==> src/rtl/tmr_pkg.sv <==
package tmr_pkg;
  localparam int PS_W = 2;

  typedef enum logic [1:0] {
    A_LOW  = 2'd0,
    A_HIGH = 2'd1,
    A_CTRL = 2'd2,
    A_STAT = 2'd3
  } reg_addr_e;

  typedef struct packed {
    logic            paired;
    logic [PS_W-1:0] ps;
    logic            bypass;
    logic            ext_sel;
    logic            run;
  } ctrl_t;
endpackage

==> src/rtl/tmr_src.sv <==
module tmr_src #(
  parameter int QUARTER     = 4,
  parameter int SYNC_STAGES = 2
) (
  input  logic clk,
  input  logic rst_n,
  input  logic ext_in,
  input  logic ext_sel,
  output logic tick
);
  localparam int QW = (QUARTER > 1) ? $clog2(QUARTER) : 1;

  logic [QW-1:0]          q_cnt;
  logic                   q_tick;
  logic [SYNC_STAGES-1:0] sync_q;
  logic                   ext_prev;
  logic                   ext_rise;

  assign q_tick = (q_cnt == QW'(QUARTER - 1));

  always_ff @(posedge clk or negedge rst_n) begin
    if (!rst_n)      q_cnt <= '0;
    else if (q_tick) q_cnt <= '0;
    else             q_cnt <= q_cnt + 1'b1;
  end

  for (genvar g = 0; g < SYNC_STAGES; g++) begin : g_sync
    if (g == 0) begin : g_first
      always_ff @(posedge clk or negedge rst_n) begin
        if (!rst_n) sync_q[0] <= 1'b0;
        else        sync_q[0] <= ext_in;
      end
    end else begin : g_next
      always_ff @(posedge clk or negedge rst_n) begin
        if (!rst_n) sync_q[g] <= 1'b0;
        else        sync_q[g] <= sync_q[g-1];
      end
    end
  end

  always_ff @(posedge clk or negedge rst_n) begin
    if (!rst_n) ext_prev <= 1'b0;
    else        ext_prev <= sync_q[SYNC_STAGES-1];
  end

  assign ext_rise = sync_q[SYNC_STAGES-1] & ~ext_prev;
  assign tick     = ext_sel ? ext_rise : q_tick;

  // one input edge yields a single-cycle source pulse
  a_r3_single_pulse: assert property (@(posedge clk) disable iff (!rst_n)
    ext_rise |=> !ext_rise);
  // internal enable never fires two cycles running
  a_r1_quarter_gap: assert property (@(posedge clk) disable iff (!rst_n)
    q_tick |=> !q_tick);
endmodule

==> src/rtl/tmr_prescale.sv <==
module tmr_prescale
  import tmr_pkg::*;
#(
  parameter int CW = (1 << PS_W) - 1
) (
  input  logic            clk,
  input  logic            rst_n,
  input  logic            clr,
  input  logic            adv,
  input  logic [PS_W-1:0] ps,
  output logic            out
);
  logic [CW-1:0] pcnt;
  logic [CW-1:0] last;

  assign last = ~({CW{1'b1}} << ps);
  assign out  = adv & (pcnt == last);

  always_ff @(posedge clk or negedge rst_n) begin
    if (!rst_n)   pcnt <= '0;
    else if (clr) pcnt <= '0;
    else if (adv) pcnt <= out ? '0 : pcnt + 1'b1;
  end

  // a clear empties the partial count
  a_r12_clear: assert property (@(posedge clk) disable iff (!rst_n)
    clr |=> (pcnt == '0));
  // partial count never passes the selected divide limit
  a_r2_in_range: assert property (@(posedge clk) disable iff (!rst_n)
    pcnt <= last);
endmodule

==> src/rtl/tmr_count.sv <==
module tmr_count #(
  parameter int CNT_W = 16
) (
  input  logic             clk,
  input  logic             rst_n,
  input  logic             run,
  input  logic             use_resync,
  input  logic             pre_out,
  input  logic             ld_en,
  input  logic [CNT_W-1:0] ld_val,
  input  logic             evt_clr,
  input  logic             flag_clr,
  output logic [CNT_W-1:0] count,
  output logic             flag
);
  logic rs_q;
  logic inc;
  logic wrap;

  always_ff @(posedge clk or negedge rst_n) begin
    if (!rst_n) rs_q <= 1'b0;
    else        rs_q <= run & pre_out;
  end

  assign inc  = run & (use_resync ? rs_q : pre_out);
  assign wrap = inc & ~ld_en & ~evt_clr & (&count);

  always_ff @(posedge clk or negedge rst_n) begin
    if (!rst_n)       count <= '0;
    else if (ld_en)   count <= ld_val;
    else if (evt_clr) count <= '0;
    else if (inc)     count <= count + 1'b1;
  end

  always_ff @(posedge clk or negedge rst_n) begin
    if (!rst_n)        flag <= 1'b0;
    else if (wrap)     flag <= 1'b1;
    else if (flag_clr) flag <= 1'b0;
  end

  // a wrap lands at zero with the flag raised
  a_r6_wrap_flag: assert property (@(posedge clk) disable iff (!rst_n)
    wrap |=> (flag && count == '0));
  // flag holds without a software clear
  a_r7_sticky: assert property (@(posedge clk) disable iff (!rst_n)
    (flag && !flag_clr) |=> flag);
  // stopped counter holds
  a_r5_hold: assert property (@(posedge clk) disable iff (!rst_n)
    (!run && !ld_en && !evt_clr) |=> $stable(count));
  // special event clears the count
  a_r8_evt_clear: assert property (@(posedge clk) disable iff (!rst_n)
    (evt_clr && !ld_en) |=> (count == '0));
  // a write beats the special event
  a_r8_write_wins: assert property (@(posedge clk) disable iff (!rst_n)
    ld_en |=> (count == $past(ld_val)));
endmodule

==> src/rtl/tmr_regs.sv <==
module tmr_regs
  import tmr_pkg::*;
#(
  parameter int BUS_W = 8,
  parameter int CNT_W = 2 * BUS_W
) (
  input  logic             clk,
  input  logic             rst_n,
  input  logic             acc_valid,
  input  logic             acc_write,
  input  logic [1:0]       acc_addr,
  input  logic [BUS_W-1:0] acc_wdata,
  output logic [BUS_W-1:0] acc_rdata,
  input  logic [CNT_W-1:0] count,
  input  logic             flag,
  output ctrl_t            ctrl,
  output logic             ld_en,
  output logic [CNT_W-1:0] ld_val,
  output logic             flag_clr,
  output logic             psc_clr
);
  logic             wr;
  logic             rd;
  logic [BUS_W-1:0] hbuf;
  reg_addr_e        addr;
  logic [7:0]       ctrl_rd;

  assign addr = reg_addr_e'(acc_addr);
  assign wr   = acc_valid & acc_write;
  assign rd   = acc_valid & ~acc_write;

  always_ff @(posedge clk or negedge rst_n) begin
    if (!rst_n) begin
      ctrl <= '0;
    end else if (wr && addr == A_CTRL) begin
      ctrl.run     <= acc_wdata[0];
      ctrl.ext_sel <= acc_wdata[1];
      ctrl.bypass  <= acc_wdata[2];
      ctrl.ps      <= acc_wdata[5:4];
      ctrl.paired  <= acc_wdata[7];
    end
  end

  always_ff @(posedge clk or negedge rst_n) begin
    if (!rst_n) begin
      hbuf <= '0;
    end else if (ctrl.paired) begin
      if (wr && addr == A_HIGH)     hbuf <= acc_wdata;
      else if (rd && addr == A_LOW) hbuf <= count[CNT_W-1:BUS_W];
    end
  end

  assign ld_en = wr & ((addr == A_LOW) | ((addr == A_HIGH) & ~ctrl.paired));

  always_comb begin
    if (addr == A_HIGH)   ld_val = {acc_wdata, count[BUS_W-1:0]};
    else if (ctrl.paired) ld_val = {hbuf, acc_wdata};
    else                  ld_val = {count[CNT_W-1:BUS_W], acc_wdata};
  end

  assign flag_clr = wr & (addr == A_STAT) & ~acc_wdata[0];
  assign psc_clr  = ld_en | (wr & (addr == A_CTRL));

  assign ctrl_rd = {ctrl.paired, 1'b0, ctrl.ps, 1'b0, ctrl.bypass, ctrl.ext_sel, ctrl.run};

  always_comb begin
    unique case (addr)
      A_LOW:   acc_rdata = count[BUS_W-1:0];
      A_HIGH:  acc_rdata = ctrl.paired ? hbuf : count[CNT_W-1:BUS_W];
      A_CTRL:  acc_rdata = BUS_W'(ctrl_rd);
      default: acc_rdata = BUS_W'(flag);
    endcase
  end

  // paired low-byte read snapshots the high byte
  a_r10_snapshot: assert property (@(posedge clk) disable iff (!rst_n)
    (rd && addr == A_LOW && ctrl.paired) |=> (hbuf == $past(count[CNT_W-1:BUS_W])));
  // paired high-byte write leaves the count alone
  a_r11_no_load: assert property (@(posedge clk) disable iff (!rst_n)
    (wr && addr == A_HIGH && ctrl.paired) |-> !ld_en);
endmodule

==> src/rtl/event_timer16.sv <==
module event_timer16
  import tmr_pkg::*;
#(
  parameter int BUS_W       = 8,
  parameter int QUARTER     = 4,
  parameter int SYNC_STAGES = 2
) (
  input  logic             clk,
  input  logic             rst_n,
  input  logic             ext_in,
  input  logic             evt_clr,
  input  logic             acc_valid,
  output logic             acc_ready,
  input  logic             acc_write,
  input  logic [1:0]       acc_addr,
  input  logic [BUS_W-1:0] acc_wdata,
  output logic [BUS_W-1:0] acc_rdata
);
  localparam int CNT_W = 2 * BUS_W;

  ctrl_t            ctrl;
  logic             tick;
  logic             pre_out;
  logic             ld_en;
  logic [CNT_W-1:0] ld_val;
  logic             flag_clr;
  logic             psc_clr;
  logic [CNT_W-1:0] count;
  logic             flag;

  assign acc_ready = 1'b1;

  tmr_src #(.QUARTER(QUARTER), .SYNC_STAGES(SYNC_STAGES)) u_src (
    .clk(clk), .rst_n(rst_n), .ext_in(ext_in), .ext_sel(ctrl.ext_sel), .tick(tick)
  );

  tmr_prescale u_psc (
    .clk(clk), .rst_n(rst_n), .clr(psc_clr), .adv(tick & ctrl.run),
    .ps(ctrl.ps), .out(pre_out)
  );

  tmr_count #(.CNT_W(CNT_W)) u_cnt (
    .clk(clk), .rst_n(rst_n), .run(ctrl.run),
    .use_resync(ctrl.ext_sel & ~ctrl.bypass), .pre_out(pre_out),
    .ld_en(ld_en), .ld_val(ld_val), .evt_clr(evt_clr), .flag_clr(flag_clr),
    .count(count), .flag(flag)
  );

  tmr_regs #(.BUS_W(BUS_W), .CNT_W(CNT_W)) u_regs (
    .clk(clk), .rst_n(rst_n), .acc_valid(acc_valid), .acc_write(acc_write),
    .acc_addr(acc_addr), .acc_wdata(acc_wdata), .acc_rdata(acc_rdata),
    .count(count), .flag(flag), .ctrl(ctrl), .ld_en(ld_en), .ld_val(ld_val),
    .flag_clr(flag_clr), .psc_clr(psc_clr)
  );

  // accesses are never stalled
  a_r13_ready: assert property (@(posedge clk) disable iff (!rst_n)
    acc_valid |-> acc_ready);
endmodule

==> config.mk <==
export PLATFORM = sky130hd
export DESIGN_NAME = event_timer16
export DESIGN_NICKNAME = d
export VERILOG_FILES = /design/src/rtl/tmr_pkg.sv /design/src/rtl/tmr_src.sv /design/src/rtl/tmr_prescale.sv /design/src/rtl/tmr_count.sv /design/src/rtl/tmr_regs.sv /design/src/rtl/event_timer16.sv
export SDC_FILE = /design/constraint.sdc
export NUM_CORES = 1
export LEC_CHECK = 0
export BUFFER_PORTS_ARGS = -buffer_cell sky130_fd_sc_hd__clkbuf_2
export CAP_MARGIN = 5
export CORE_UTILIZATION = 40
export CTS_CLUSTER_SIZE = 14
export DETAILED_ROUTE_END_ITERATION = 16
export MAX_ROUTING_LAYER = met4
export PLACE_DENSITY = 0.63
export SKIP_CTS_REPAIR_TIMING = 1
export SYNTH_ARGS = -nofsm -noshare
export SYNTH_HDL_FRONTEND = slang
export SYNTH_SLANG_ARGS = --single-unit
==> constraint.sdc <==
create_clock -name clk -period 6.48 [get_ports clk]
set_input_delay 0.972 -clock clk [delete_from_list [all_inputs] [get_ports clk]]
set_output_delay 0.972 -clock clk [all_outputs]
set_load 0.05 [all_outputs]
==> results of run 1 <==
## registers in the layout, summed over array words and instances, names as in the netlist
register	cells
u_regs.ctrl	6
u_src.sync_q	2
u_src.ext_prev	1
u_src.q_cnt	2
u_psc.pcnt	3
u_cnt.flag	1
u_cnt.rs_q	1
u_cnt.count	16
u_regs.hbuf	8
## metrics by stage
step / util / instance area [um^2] / worst slack, ns
after detailed placement: 0.442 / 2620 / 2.75
final: 0.454 / 2690 / 2.76
after global placement: 0.442 / 2620 / 2.80
after floorplan: - / 2450 / 2.73
after global routing: 0.454 / 2690 / 2.52
after CTS: 0.454 / 2690 / 2.75
## power by group
group / internal, mW / switching (mW) / leakage [nW]
logic: 0.0880 / 0.131 / 0.668
clock network: 0.0695 / 0.0821 / 0.0359
registers: 0.300 / 0.0633 / 0.510
total: 0.458 / 0.276 / 1.21
## synthesized netlist by cell type, types with 2 or more instances
master     n
a221o_1    3
inv_1      6
dfrtp_1   40
o21ai_0   16
nor3_1     6
nand3_1   12
a22o_1     5
mux2_2     7
nor3b_1    2
and3_1     5
buf_2      3
nand4b_1   2
or4_1      3
o311ai_1   2
clkbuf_1   9
a21oi_1   21
o31ai_1    3
o22ai_1    3
nand2_1   35
nor2_1    27
and2_1     2
nor2b_1    4
o32ai_1    3
a211oi_1   2
mux2i_1   22
nand2b_1   2
ha_1       3
## cell type report
cell class	instances	area, um^2
Fill cell	601	3230
Multi-Input combinational cell	212	1370
Timing Repair Buffer	25	130
Sequential cell	40	1000
Inverter	6	22.5
Tap cell	75	93.8
Clock buffer	5	68.8
## layer usage
| metal | up-vias | global-route usage | share of wire |
|---|---|---|---|
| li1 | 1029 | - | - |
| met1 | 1036 | 0.299 | 0.45 |
| met2 | 69 | 0.358 | 0.46 |
| met3 | 8 | 0.0330 | 0.070 |
| met4 | 0 | 0.0661 | 0.015 |
| met5 | - | - | 0 |
## worst max-delay path, stage by stage
cell      delay, ns
clkbuf_2       0.21
nor2b_1        0.91
a21oi_1        0.17
o22ai_1        0.18
clkbuf_2       0.30
## path summary, 6_finish.rpt
check                      slack, ns         endpoint
min                             0.35  u_src.sync_q[1]
min reg2reg                     0.35  u_src.sync_q[1]
max in group asynchronous       5.01  u_src.sync_q[0]
max                             2.76     acc_rdata[7]
min in group asynchronous       0.84   u_regs.ctrl[3]
max reg2reg                     3.83  u_cnt.count[11]
## logic make-up after synthesis
family	count (synthesis)	share of synthesized area
and+or+nand+nor	104	0.200
AOI/OAI and AO/OA	73	0.207
DFF	40	0.408
muxes	30	0.131
other	1	0.00153
buffers and inverters	20	0.0336
adders and majority gates	3	0.0153
xor gates and xnor gates	1	0.00357
==> results.toml, run 1 <==
[sta]
fin_crit_ns = 3.72
max_freq_ghz = 0.269
setup_viol = 0
tightest_slew_ns = 1.12
slew_headroom = 0.255
slew_violations = 0
rsz0062_at_grt = "no"
skew_ns = 0.00568
hold_violations = 0
hold_slack_ns = 0.350
finalCritPeriodShare = 0.575
fin_setup_tns_ns = 0

[setup_path]
ff2ff_path_depth = 6
path_max_fanout = 11
worstSetupStartpointType = "primary input"
worstPathRequired_ns = 5.51
endpoint_kind = "output pin"
r2r_start = "u_regs.ctrl[5]"
critPathArrivalTime_ns = 2.75
worstSetupStartpoint = "acc_addr[0]"
path_class = "in2out"

[yosys]
synth_area_per_cell_um2 = 9.03
yosysTopAreaCell = "dfrtp_1"
synth_cells = 272
synth_edf_count = 0
synth.yosys.seq_area_share = 0.408
syn_nets = 291
mappedNetlistArea_um2 = 2450
synth_seq_cells = 40
synth_top_area_frac = 0.408
yosys-top-cells-area = "dfrtp_1, mux2i_1, nand2_1, a21oi_1, nor2_1"
yosys_warnings = 0
synth-main-ff-cell = "dfrtp_1"
ys_types = 51
synthArstFlopShare = 1.00

[die]
start_util = 0.415
die_area_um2 = 6450
ios = 25
die_h_um = 80.3
std_cell_rows = 28
fp.dieW_um = 80.3
core_um2 = 5920

[final_layout]
nets = 309
layout_commonest_cell = "dfrtp_1"
area_growth_pct = 9.48
layout_common_cells = "dfrtp_1, nand2_1, nor2_1"
finalNonFillerCells = 363
insertedDiodeCount = 0
drive_gt1_frac = 0.149

[route]
route.vias.total = 2142
drtAntennaViolNets = 0
drc = 0
drt_first_iter_violations = 198
routed_wl_mm = 6.38
dr.pass1.iters = 7
wl_per_cell_um = 17.6
drt-vias-per-instance = 5.90

[min_path]
holdPathStages = 0
min-delay-start = "u_src.sync_q[0]"
worstHoldPathType = "reg2reg"

[global_routing]
antenna_found_initial = 0
grt_pass1_wl_mm = 10.7
grt_usage = 0.226
grt_max_degree = 41
grt-ovfl-total = 0
first_global_vias = 2088

[placed_design]
dpl.hpwl_mm = 4.66
placed_cells = 358
port-buffer-count = 23
place.gp.congestion = 0.921

[clock_network]
root_buffer = "clkbuf_8"
numClockSinks = 40
clk_path_buf_depth = 2
cts_buffers = 5
clock_latency_ns = 0.29
tritoncts = "built"
cts_max_level = 2
path_clk_slew_ns = 0.07

[pwr]
p_total_uw = 734
cellPowerDensity_nw_per_um2 = 273
power.leakage_nw = 1.21
peakVddDrop_mv = 0.138

[outcome]
status = "finished clean"

[run]
maxCapViolCount = 0
Power figures use the tool's default switching activity.
==> run 2, diff against run 1 <==
--- a/config.mk
+++ b/config.mk
@@ -5,13 +5,14 @@
 export SDC_FILE = /design/constraint.sdc
 export NUM_CORES = 1
 export LEC_CHECK = 0
+export ABC_AREA = 1
 export BUFFER_PORTS_ARGS = -buffer_cell sky130_fd_sc_hd__clkbuf_2
 export CAP_MARGIN = 5
 export CORE_UTILIZATION = 40
 export CTS_CLUSTER_SIZE = 14
 export DETAILED_ROUTE_END_ITERATION = 16
 export MAX_ROUTING_LAYER = met4
-export PLACE_DENSITY = 0.63
+export PLACE_DENSITY = 0.62
 export SKIP_CTS_REPAIR_TIMING = 1
 export SYNTH_ARGS = -nofsm -noshare
 export SYNTH_HDL_FRONTEND = slang
==> constraint.sdc (replaced) <==
create_clock -name clk -period 3.85 [get_ports clk]
set_input_delay 0.5775 -clock clk [delete_from_list [all_inputs] [get_ports clk]]
set_output_delay 0.5775 -clock clk [all_outputs]
set_load 0.05 [all_outputs]
==> run 2 against run 1 <==
Effect of this change:
- the flow now finishes with violations (design-rule violations)
- flip-flop and latch count is the same
- clock skew shrank 0.0013 ns
- hold slack gained 0.010 ns
- synthesized cell count grew 39%
- final cell count grew 31%
- clock-buffer cell count is the same
- power grew 95%
- critical path depth grew 3
- sequential power grew 70%
- via count grew 20%
- critical endpoint unchanged
- highest routed layer unchanged
==> results.toml, run 2 <==
[final_layout]
layout_common_cells = "nand2_1, inv_1, dfrtp_1"
design_area_um2 = 2980
regMostFlops = "u_cnt.count"
layout_commonest_cell = "nand2_1"
reg.largest.list = "u_cnt.count x16, u_regs.hbuf x8, u_regs.ctrl x6"
nets = 418
insertedDiodeCount = 0
area_growth_pct = 10.4
largest_register_ffs = 16
drive_gt1_frac = 0.160

[sta]
slew_headroom = 0.315
rsz0062_at_grt = "no"
fin_setup_tns_ns = 0
skew_ns = 0.00439
finalCritPeriodShare = 0.648
setup_viol = 0
hold_violations = 0
max_freq_ghz = 0.401
slew_violations = 0
fin_crit_ns = 2.50
tightest_slew_ns = 1.03
hold_slack_ns = 0.361

[yosys]
syn_nets = 396
synthTopCellsByCount = "nand2_1, inv_1, dfrtp_1"
synth.yosys.seq_area_share = 0.370
synth_edf_count = 0
yosys-top-cells-area = "dfrtp_1, nand2_1, inv_1, nand3_1, o21ai_0"
synth_area_per_cell_um2 = 7.17
mappedNetlistArea_um2 = 2700
synth_cells = 377
yosysTopAreaCell = "dfrtp_1"
ys_types = 36
yosysMostFrequentCell = "nand2_1"
synthArstFlopShare = 1.00
yosys_warnings = 0
synth_seq_cells = 40
synth_top_area_frac = 0.370
synth-main-ff-cell = "dfrtp_1"

[placed_design]
port-buffer-count = 23
place.gp.congestion = 0.961
dpl.hpwl_mm = 6.01
placed_area_um2 = 2860

[clock_network]
numClockSinks = 40
cts_buffers = 5
path_clk_slew_ns = 0.08
tritoncts = "built"
cts_max_level = 2
root_buffer = "clkbuf_8"
clk_path_buf_depth = 2
clock_latency_ns = 0.30

[setup_path]
path_class = "in2out"
worstPathCellList = "clkbuf_2 -> inv_2 -> nor2_8 -> inv_1 -> a21oi_1 -> o21ai_0 -> o221ai_1 -> clkbuf_2"
endpoint_kind = "output pin"
critPathArrivalTime_ns = 1.92
slowest_delay_ns = 0.33
path_max_fanout = 25
cpMaxStageDelayCell = "clkbuf_2"
worstPathRequired_ns = 3.27
worstSetupStartpointType = "primary input"
crit_top_cell = "clkbuf_2"

[outcome]
status = "finished, violations left"
failed_checks = "design-rule violations"

[pwr]
power.leakage_nw = 1.48
cellPowerDensity_nw_per_um2 = 479
peakVddDrop_mv = 0.237

[route]
routed_wl_mm = 7.83
drt_first_iter_violations = 213
dr.pass1.iters = 11
drtAntennaViolNets = 0
drc = 4
wl_per_cell_um = 16.4
route.vias.total = 2579
drt-vias-per-instance = 5.42

[die]
start_util = 0.421
die_h_um = 84.2
std_cell_rows = 29
ios = 25
core_um2 = 6420
fp.dieW_um = 84.2
die_area_um2 = 7090

[global_routing]
grt_usage = 0.246
grt_max_degree = 41
first_global_vias = 2468
antenna_found_initial = 0
grt-ovfl-total = 0
grt_pass1_wl_mm = 13.0

[min_path]
worstHoldPathType = "reg2reg"

[run]
maxCapViolCount = 0
## run 2: changes by cell type after synthesis, moves of 8 or more
cell,change
inv_1,+41
clkbuf_1,-8
mux2i_1,-22
o21ai_1,+8
a21oi_1,-10
nand2_1,+64
o21ai_0,+12
o211ai_1,+8
nand3_1,+23
inv_2,+8
## run 2: cell type report
type,count,area [um^2]
tap,77,96.3
inverter,55,206
clock inverter,2,60.1
fill,657,3440
clock buffer,5,68.8
timing repair buffer,23,115
sequential,40,1000
multi-input combinational,274,1440
## run 2: kinds of logic (layout without fill, tap and decap cells)
| family | count (synthesis) | after routing | synth area share |
|---|---|---|---|
| AND/OR/NAND/NOR | 187 | 187 | 0.318 |
| AO/OA/AOI/OAI | 80 | 80 | 0.188 |
| buffers and inverters | 63 | 85 | 0.0986 |
| flip-flops | 40 | 40 | 0.370 |
| adder cells (fa/ha/maj) | 3 | 3 | 0.0139 |
| XOR/XNOR | 3 | 3 | 0.00972 |
| other | 1 | 1 | 0.00139 |
## run 2: power by group
part / switching [mW] / total, mW / internal [mW]
registers: 0.107 / 0.617 / 0.510
clock network: 0.152 / 0.407 / 0.255
logic: 0.276 / 0.404 / 0.128
## run 2: routing by layer
metal | track usage | vias to the layer above | part of all wire
met1 | 0.340 | 1163 | 0.47
met3 | 0.0364 | 15 | 0.070
li1 | - | 1293 | -
met5 | - | - | 0
met4 | 0.105 | 0 | 0.026
met2 | 0.358 | 108 | 0.44
## run 2: stage by stage
step / std cells / utilization / setup WS, ns / power, mW
floorplan: 377 / - / 1.15 / 0.894
global placement: 469 / 0.445 / 1.38 / 1.02
detailed placement: 469 / 0.445 / 1.37 / 1.03
CTS: 476 / 0.465 / 1.37 / 1.44
global route: 476 / 0.465 / 1.24 / 1.52
finish: 476 / 0.465 / 1.35 / 1.43
## run 2: path summary, 6_finish.rpt
check,slack [ns],startpoint,cells past startpoint,endpoint
worst max-delay path,1.35,acc_addr[0],8,acc_rdata[7]
worst min-delay path,0.36,u_src.sync_q[0],0,u_src.sync_q[1]
worst max register to register,1.98,u_regs.ctrl[5],6,u_cnt.count[9]
worst min register to register,0.36,u_src.sync_q[0],0,u_src.sync_q[1]
max in group asynchronous,2.78,rst_n,1,u_cnt.count[11]
min in group asynchronous,0.44,rst_n,1,u_psc.pcnt[2]
## run 2: worst max-delay path, delay by kind of cell
| family | cells | cell delay (ns) |
|---|---|---|
| buf+inv | 4 | 0.72 |
| compound gates | 3 | 0.34 |
| simple gates | 1 | 0.27 |
